$ cat src/rtl/eth_irq_pkg.sv
package eth_irq_pkg;
   // register offsets on the host bus
   localparam int OFF_TX_STAT  = 0;
   localparam int OFF_TX_MASK  = 1;
   localparam int OFF_RX_STAT  = 2;
   localparam int OFF_RX_MASK  = 3;
   localparam int OFF_TX_MODE  = 4;
   localparam int OFF_CORE_RST = 6;
   localparam int OFF_IRQ      = 7;

   // positions holding sticky flags
   localparam logic [7:0] TX_STICKY = 8'hAF;
   localparam logic [7:0] RX_STICKY = 8'h9F;
   // positions showing live levels
   localparam logic [7:0] TX_LIVE   = 8'h50;
   localparam logic [7:0] NO_LIVE   = 8'h00;

   localparam int BIT_CARRIER  = 6;
   localparam int BIT_SHORT    = 4;
   localparam int BIT_CORE_RST = 7;
   localparam int BIT_DMA      = 2;
endpackage

$ cat src/rtl/irq_flag_bank.sv
module irq_flag_bank #(
   parameter int          W        = 8,
   parameter logic [W-1:0] STICKY  = '1,
   parameter logic [W-1:0] LIVE    = '0,
   parameter bit          EVT_WINS = 1'b1
) (
   input  logic         clk,
   input  logic         rst_n,
   input  logic [W-1:0] evt_i,
   input  logic [W-1:0] live_i,
   input  logic         clr_we_i,
   input  logic [W-1:0] clr_i,
   output logic [W-1:0] lat_o,
   output logic [W-1:0] view_o
);
   logic [W-1:0] clr_v;
   logic [W-1:0] lat_q;
   logic [W-1:0] lat_d;

   if ((STICKY & LIVE) != '0) begin : g_overlap
      $error("irq_flag_bank: a position cannot be both sticky and live");
   end

   assign clr_v = clr_we_i ? clr_i : '0;

   if (EVT_WINS) begin : g_evt_wins
      assign lat_d = ((lat_q & ~clr_v) | evt_i) & STICKY;
   end else begin : g_clr_wins
      assign lat_d = ((lat_q | evt_i) & ~clr_v) & STICKY;
   end

   always_ff @(posedge clk or negedge rst_n) begin
      if (!rst_n) lat_q <= '0;
      else        lat_q <= lat_d;
   end

   assign lat_o  = lat_q;
   assign view_o = lat_q | (live_i & LIVE);
endmodule

$ cat src/rtl/irq_mask_reg.sv
module irq_mask_reg #(
   parameter int           W     = 8,
   parameter logic [W-1:0] VALID = '1
) (
   input  logic         clk,
   input  logic         rst_n,
   input  logic         we_i,
   input  logic [W-1:0] wdata_i,
   output logic [W-1:0] msk_o
);
   logic [W-1:0] msk_q;

   always_ff @(posedge clk or negedge rst_n) begin
      if (!rst_n)    msk_q <= '0;
      else if (we_i) msk_q <= wdata_i & VALID;
   end

   assign msk_o = msk_q;
endmodule

$ cat src/rtl/irq_pend_n.sv
module irq_pend_n #(
   parameter int W = 8
) (
   input  logic [W-1:0] lat_i,
   input  logic [W-1:0] msk_i,
   output logic         pend_n_o
);
   assign pend_n_o = ~|(lat_i & msk_i);
endmodule

$ cat src/rtl/eth_irq_status.sv
module eth_irq_status
   import eth_irq_pkg::*;
#(
   parameter int DATA_W = 8,
   parameter int ADDR_W = 3,
   parameter int CNT_W  = 4
) (
   input  logic              clk,
   input  logic              rst_n,
   input  logic [DATA_W-1:0] tx_evt_i,
   input  logic [DATA_W-1:0] rx_evt_i,
   input  logic              dma_done_i,
   input  logic              carrier_i,
   input  logic              short_i,
   input  logic [CNT_W-1:0]  col_cnt_i,
   input  logic [ADDR_W-1:0] addr_i,
   input  logic              wr_i,
   input  logic [DATA_W-1:0] wdata_i,
   output logic [DATA_W-1:0] rdata_o,
   output logic [DATA_W-1:0] irq_stat_o,
   output logic              mac_rst_o
);
   localparam int PAD_W = DATA_W - CNT_W;

   if (DATA_W != 8) begin : g_bad_data
      $error("eth_irq_status: DATA_W must be 8");
   end
   if (ADDR_W < 3) begin : g_bad_addr
      $error("eth_irq_status: ADDR_W must reach offset 7");
   end
   if (CNT_W > DATA_W) begin : g_bad_cnt
      $error("eth_irq_status: CNT_W wider than data");
   end

   logic              sel_tx_stat, sel_tx_mask, sel_rx_stat, sel_rx_mask;
   logic              sel_core_rst, sel_irq;
   logic [DATA_W-1:0] tx_live;
   logic [DATA_W-1:0] tx_lat_q, tx_view, tx_msk_q;
   logic [DATA_W-1:0] rx_lat_q, rx_view, rx_msk_q;
   logic [0:0]        dma_lat, dma_view;
   logic              dma_pend_q;
   logic              tx_pend_n, rx_pend_n;
   logic              core_rst_q;

   assign sel_tx_stat  = (addr_i == ADDR_W'(OFF_TX_STAT));
   assign sel_tx_mask  = (addr_i == ADDR_W'(OFF_TX_MASK));
   assign sel_rx_stat  = (addr_i == ADDR_W'(OFF_RX_STAT));
   assign sel_rx_mask  = (addr_i == ADDR_W'(OFF_RX_MASK));
   assign sel_core_rst = (addr_i == ADDR_W'(OFF_CORE_RST));
   assign sel_irq      = (addr_i == ADDR_W'(OFF_IRQ));

   always_comb begin
      tx_live              = '0;
      tx_live[BIT_CARRIER] = carrier_i;
      tx_live[BIT_SHORT]   = short_i;
   end

   irq_flag_bank #(.W(DATA_W), .STICKY(TX_STICKY), .LIVE(TX_LIVE)) u_tx_flags (
      .clk(clk), .rst_n(rst_n), .evt_i(tx_evt_i), .live_i(tx_live),
      .clr_we_i(wr_i & sel_tx_stat), .clr_i(wdata_i),
      .lat_o(tx_lat_q), .view_o(tx_view));

   irq_flag_bank #(.W(DATA_W), .STICKY(RX_STICKY), .LIVE(NO_LIVE)) u_rx_flags (
      .clk(clk), .rst_n(rst_n), .evt_i(rx_evt_i), .live_i('0),
      .clr_we_i(wr_i & sel_rx_stat), .clr_i(wdata_i),
      .lat_o(rx_lat_q), .view_o(rx_view));

   irq_flag_bank #(.W(1), .STICKY(1'b1), .LIVE(1'b0)) u_dma_flag (
      .clk(clk), .rst_n(rst_n), .evt_i(dma_done_i), .live_i(1'b0),
      .clr_we_i(wr_i & sel_irq), .clr_i(wdata_i[BIT_DMA]),
      .lat_o(dma_lat), .view_o(dma_view));

   assign dma_pend_q = dma_view[0];

   irq_mask_reg #(.W(DATA_W), .VALID(TX_STICKY)) u_tx_mask (
      .clk(clk), .rst_n(rst_n), .we_i(wr_i & sel_tx_mask),
      .wdata_i(wdata_i), .msk_o(tx_msk_q));

   irq_mask_reg #(.W(DATA_W), .VALID(RX_STICKY)) u_rx_mask (
      .clk(clk), .rst_n(rst_n), .we_i(wr_i & sel_rx_mask),
      .wdata_i(wdata_i), .msk_o(rx_msk_q));

   irq_pend_n #(.W(DATA_W)) u_tx_pend (
      .lat_i(tx_lat_q), .msk_i(tx_msk_q), .pend_n_o(tx_pend_n));

   irq_pend_n #(.W(DATA_W)) u_rx_pend (
      .lat_i(rx_lat_q), .msk_i(rx_msk_q), .pend_n_o(rx_pend_n));

   always_ff @(posedge clk or negedge rst_n) begin
      if (!rst_n)                    core_rst_q <= 1'b0;
      else if (wr_i && sel_core_rst) core_rst_q <= wdata_i[BIT_CORE_RST];
   end

   assign mac_rst_o = core_rst_q;

   always_comb begin
      irq_stat_o          = '0;
      irq_stat_o[0]       = tx_pend_n;
      irq_stat_o[1]       = rx_pend_n;
      irq_stat_o[BIT_DMA] = ~dma_lat[0];
   end

   always_comb begin
      rdata_o = '0;
      unique case (1'b1)
         sel_tx_stat:  rdata_o = tx_view;
         sel_tx_mask:  rdata_o = tx_msk_q;
         sel_rx_stat:  rdata_o = rx_view;
         sel_rx_mask:  rdata_o = rx_msk_q;
         (addr_i == ADDR_W'(OFF_TX_MODE)):
                       rdata_o = {col_cnt_i, {PAD_W{1'b0}}};
         sel_core_rst: rdata_o[BIT_CORE_RST] = core_rst_q;
         sel_irq:      rdata_o = irq_stat_o;
         default:      rdata_o = '0;
      endcase
   end
endmodule

$ cat config.mk
export PLATFORM = sky130hd
export DESIGN_NAME = eth_irq_status
export DESIGN_NICKNAME = d
export VERILOG_FILES = /design/src/rtl/eth_irq_pkg.sv /design/src/rtl/irq_flag_bank.sv /design/src/rtl/irq_mask_reg.sv /design/src/rtl/irq_pend_n.sv /design/src/rtl/eth_irq_status.sv
export SDC_FILE = /design/constraint.sdc
export NUM_CORES = 1
export LEC_CHECK = 0
export BUFFER_PORTS_ARGS = -buffer_cell sky130_fd_sc_hd__buf_2
export CAP_MARGIN = 30
export CORE_AREA = 2 2 61 63
export CTS_CLUSTER_SIZE = 8
export DETAILED_ROUTE_END_ITERATION = 8
export DIE_AREA = 0 0 63 65
export PLACE_DENSITY = 0.78
export SLEW_MARGIN = 5
export SYNTH_ARGS = -nofsm -noshare
export SYNTH_HDL_FRONTEND = slang
export SYNTH_SLANG_ARGS = --single-unit
$ cat constraint.sdc
create_clock -name clk -period 1.3 [get_ports clk]
set_input_delay 0.13 -clock clk [delete_from_list [all_inputs] [get_ports clk]]
set_output_delay 0.13 -clock clk [all_outputs]
set_load 0.05 [all_outputs]
# Word level (Yosys, flattened, before mapping)
# Index checks and enable logic that the tools add are counted.
# W data, S select, Z words.
[classes] eq_ne=6 n_mux=5 n_bitwise=18 n_reduce_logical=6
[op_table] cell="$pmux W7 S6" n=1
[op_table] cell="$and A8 B8 Y8" n=4
[op_table] cell="$mux W8" n=2
[op_table] cell="$not A8 Y8" n=2
[op_table] cell="$or A8 B8 Y8" n=2
[op_table] cell="$reduce_or A8 Y1" n=2
[op_table] cell="$eq A3 B3 Y1 const B" n=3
[op_table] cell="$or A8 B7 Y8" n=1
[op_table] cell="$and A1 B1 Y1" n=6
[op_table] cell="$eq A3 B2 Y1 const B" n=2
[op_table] cell="$pmux W1 S6" n=1
[op_table] cell="$eq A3 B1 Y1 const B" n=1
[op_table] cell="$logic_not A3 Y1" n=1
[op_table] cell="$logic_not A1 Y1" n=2
[op_table] cell="$not A1 Y1" n=2
[op_table] cell="$logic_and A1 B1 Y1" n=1
[op_table] cell="$mux W1" n=1
[op_table] cell="$or A1 B1 Y1" n=1
[totals] ff_bits=26 inputBits=37 word_cells=41

# Logic depth before layout (Yosys ltp)
[logic_depth] depth_word=6 depth_mapped=5

# Modules after synthesis
# A second synthesis with hierarchy kept.
[hier_totals] hier_cells=178 hier_area_um2=1814.2
[by_module_without_submodules] mod="irq_flag_bank (u_rx_flags ...)" n_inst=2 cells_each=29 area_per_inst_um2=296.5 seq_area_each_um2=150.1
[by_module_without_submodules] mod="eth_irq_status" n_inst=1 cells_each=74 area_per_inst_um2=559.3 seq_area_each_um2=25.0
[by_module_without_submodules] mod="irq_mask_reg" n_inst=2 cells_each=16 area_per_inst_um2=270.3 seq_area_each_um2=150.1
[by_module_without_submodules] mod="irq_pend_n" n_inst=2 cells_each=5 area_per_inst_um2=38.8 seq_area_each_um2=0.0
[by_module_without_submodules] mod="irq_flag_bank (u_dma_flag)" n_inst=1 cells_each=4 area_per_inst_um2=43.8 seq_area_each_um2=25.0

# Worst setup path after synthesis
# OpenSTA, ideal clock, no wires.
[synth_path] path_kind="input to output" startpoint="input port addr_i[2]" endpoint="output port rdata_o[6]" arrival_ns=1.607 required_ns=1.170 setup_slack_ns=-0.437 cell_stages=4 n_path_buf=2 cell_sequence="buf_2 buf_4 mux2i_1 nor3_1"
[synth_between] elab_chain_cells=2 elab_cells_between_ends=7 cone_classes="eq/ne: 5; mux: 1; reduce/logical: 1"
[synth_rtl] element="start, declared" line="eth_irq_status.sv:16" rtl="input logic [ADDR_W-1:0] addr_i,"
[synth_rtl] element="$eq A3 B3 Y1 (tied with other cells)" line="eth_irq_status.sv:50" rtl="assign sel_irq = (addr_i == ADDR_W'(OFF_IRQ));"
[synth_rtl] element="$pmux W7 S6 *" line="eth_irq_status.sv:105" rtl="unique case (1'b1)"
[synth_rtl] element="end, declared" line="eth_irq_status.sv:19" rtl="output logic [DATA_W-1:0] rdata_o,"
# Mark *: on every way between the ends. The rest lies on a longest branch, timed or not.

# Final worst setup path
[layout_path] startpoint="register u_rx_flags.lat_q[0], in the netlist u_rx_flags.lat_o[0]" endpoint="output port rdata_o[1]"
[layout_between] elab_chain_cells=4
[layout_rtl] element="start, declared" line="irq_flag_bank.sv:17" rtl="logic [W-1:0] lat_q;"
[layout_rtl] element="start signal, assigned" line="irq_flag_bank.sv:34" rtl="else lat_q <= lat_d;"
[layout_rtl] element="$and A8 B8 Y8" line="irq_pend_n.sv:8" rtl="assign pend_n_o = ~|(lat_i & msk_i);"
[layout_rtl] element="$reduce_or A8 Y1" line="irq_pend_n.sv:8"
[layout_rtl] element="$logic_not A1 Y1" line="irq_pend_n.sv:8"
[layout_rtl] element="$pmux W7 S6" line="eth_irq_status.sv:105"
# No other way between the ends.

==> out/results.txt <==
Status - finished with violations
Failing checks - negative setup slack
Final Setup Violations - 9
Reg2reg path depth - 3
Detailed-route wire length per cell - 13.8 µm
Die Ht - 65 µm
First-pass GRT wire length - 6.12 mm
RSZ-0062 raised after global routing - true
Buffers on Ports - 43
Largest net degree at the start of global routing - 27
Vias in the first global route - 1365
Sequential fraction of the synthesis area - 43.8%
DRC - 0
Flops & latches, synth - 26
Count of cell types in the netlist - 32
Reg clk slew, reported paths - 0.14 ns
First drt pass iteration count - 4
Comb power frac - 38.2%
Via count - 1366
Ant. Diodes - 0
Critical path peak fanout - 2
Synth warn - 0
WL final - 3.65 mm
Clock tree buffer depth - 2
Crit path DAT - 1.51 ns
Top post-synthesis cells by area - dfrtp_1, mux2_2, mux2i_1
Switching portion of total power - 33.0%
Slew headroom - 61.4%
Cts bufs inserted - 3
Worst Clk Skew - 0 ns
Die area - 4100 µm²
Period Utilization, post-route - 126%
Switching pwr - 741 µW
Core Footprint - 3500 µm²
Min-delay src - wdata_i[4]
Final Max Slew Viols - 0
Reg2Reg Capture Point - u_tx_flags.lat_o[3]
Internal Power - 1.51 mW
Final Hold Viols - 0
GRT Total Usage - 19.0%
Cell count after synthesis - 134
Root Buffer - clkbuf_4
# rows - 22
Die width - 63 µm
Gr ovfl total - 0
Max VDD drop - 0.000743 V
Initial DRC Count - 14
Skew-Pair Late Insertion Delay - 0.32 ns
Initial antenna violation count - 0
Syn avg cell area - 11.1 µm²
Area growth, synth to finish - 54.3%
Area share of the largest cell type after synthesis - 43.8%
Final worst slack - -0.342 ns
Leak pwr - 1.02 nW
Worst Hold Depth - 2
Initial Utilization - 42.5%
Critical Path RT - 1.17 ns
Critical path start-end classification - reg2out
Power share of the sequential group - 43.9%
Cell taking the most area after synthesis - dfrtp_1
Post-DP HPWL - 2.65 mm
Worst Tran Pin Value - 0.579 ns
Fin Hold WS - 0.0578 ns
Via density per instance - 5.15
Clock group share of total power - 18.0%
Htree depth - 1
R2R Path Start - u_tx_flags.lat_o[3]
Most common cell after layout, fill and taps aside - buf_2
Hold Path Sink - u_rx_mask.msk_o[4]
Fin Setup TNS - -2.39 ns
# clock sinks - 26
Pwr Density - 980 nW/µm²
I/O Pins - 54
Layout cells sized above 1 - 53.0%
GP Congestion - 0.754
DRT antenna net count - 0
Nets@finish - 255
Number of max-cap violations - 0
Hold crit path type - in2reg
CTS tree - done
Max Fclk - 0.609 GHz
Commonest cells after routing, fill and taps aside - buf_2, buf_4, dfrtp_1
Startpoint Class - register
Critical path capture point type - output port
Final Critical Period - 1.64 ns
Reg-to-reg slack, setup - 0.36 ns
Mapped Area - 1490 µm²
state kept, by name, summed over array words and instances (netlist names):
register          count
mac_rst_o             1
u_rx_flags.lat_o      6
u_rx_mask.msk_o       6
u_tx_flags.lat_o      6
u_tx_mask.msk_o       6
u_dma_flag.lat_o      1
final cells by class:
cell class	instances	area, µm²
tap	48	60.1
clock buffer	4	36.3
fill	268	1200
timing repair buffer	89	684
inverter	3	13.8
multi-input combinational	95	846
sequential	26	652
layer usage:
metal / track usage [%] / share of wire [%]
met1: 22.7 / 42
met2: 33.4 / 50
met3: 3.82 / 4.9
met4: 8.06 / 2.9
met5: 0 / 0
through the flow:
step	worst slack [ns]	instances	total power, mW	instance area [µm²]	util (%)
floorplan	-0.0190	138	1.46	1560	-
global placement	-0.0696	246	1.69	1970	56.2
detailed placement	-0.0913	246	1.71	1970	56.2
CTS	-0.328	263	2.22	2230	63.9
global route	-0.418	265	2.38	2290	65.6
finish	-0.342	265	2.25	2290	65.6
cells in the mapped netlist (all sizes together):
cell type / number
dfrtp: 26
nand2: 16
buf: 14
mux2: 13
a21o: 12
mux2i: 10
a22oi: 6
nand3: 5
inv: 3
o21a: 3
and4bb: 2
nand2b: 2
nand4b: 2
nor2: 2
o21ai: 2
o221ai: 2
o2bb2ai: 2
or3: 2
a211o: 1
a21oi: 1
conb: 1
mux4: 1
nand3b: 1
nor2b: 1
nor3: 1
nor4b: 1
o22a: 1
o22ai: 1
critical path: stages (launching register included):
cell and delay (ns):
dfrtp_1 0.42, a22oi_1 0.25, nand3_2 0.15, o221ai_4 0.20, buf_6 0.18
power groups by stage:
stage / Clock (mW) / Combinational [mW] / Sequential (mW)
after detailed placement: 0 / 0.724 / 0.986
final: 0.404 / 0.858 / 0.986
after global placement: 0 / 0.710 / 0.979
after floorplan: 0 / 0.456 / 1.00
after global routing: 0.467 / 0.913 / 0.996
after CTS: 0.410 / 0.833 / 0.981
cells by family (layout without fill, tap and decap cells):
group           Yosys count  after routing  share of synthesized area [%]
other cells               1              5                          0.252
compound gates           31             31                           15.6
mux                      24             24                           18.1
simple gates             35             35                           14.7
flops                    26             26                           43.8
buf+inv                  17             96                           7.58
how the worst max path moves through the flow:
stage,startpoint,to,cells after the start
global route,u_rx_flags.lat_o[1],rdata_o[1],4
finish,u_rx_flags.lat_o[0],rdata_o[1],4
global placement,addr_i[0],rdata_o[7],6
detailed placement,u_rx_mask.msk_o[1],rdata_o[1],4
floorplan,addr_i[2],rdata_o[6],4
CTS,u_tx_flags.lat_o[3],rdata_o[3],3
repair_timing:
action | in CTS | in global routing
resized for setup | 28 | 11
pin swaps | 9 | 4
hold endpoints to repair | 38 | 1
endpoints found under the setup margin | 9 | 10
hold buffers | 13 | 1
setup buffers | 0 | 1
No activity file was read; power rests on OpenSTA's default activity.
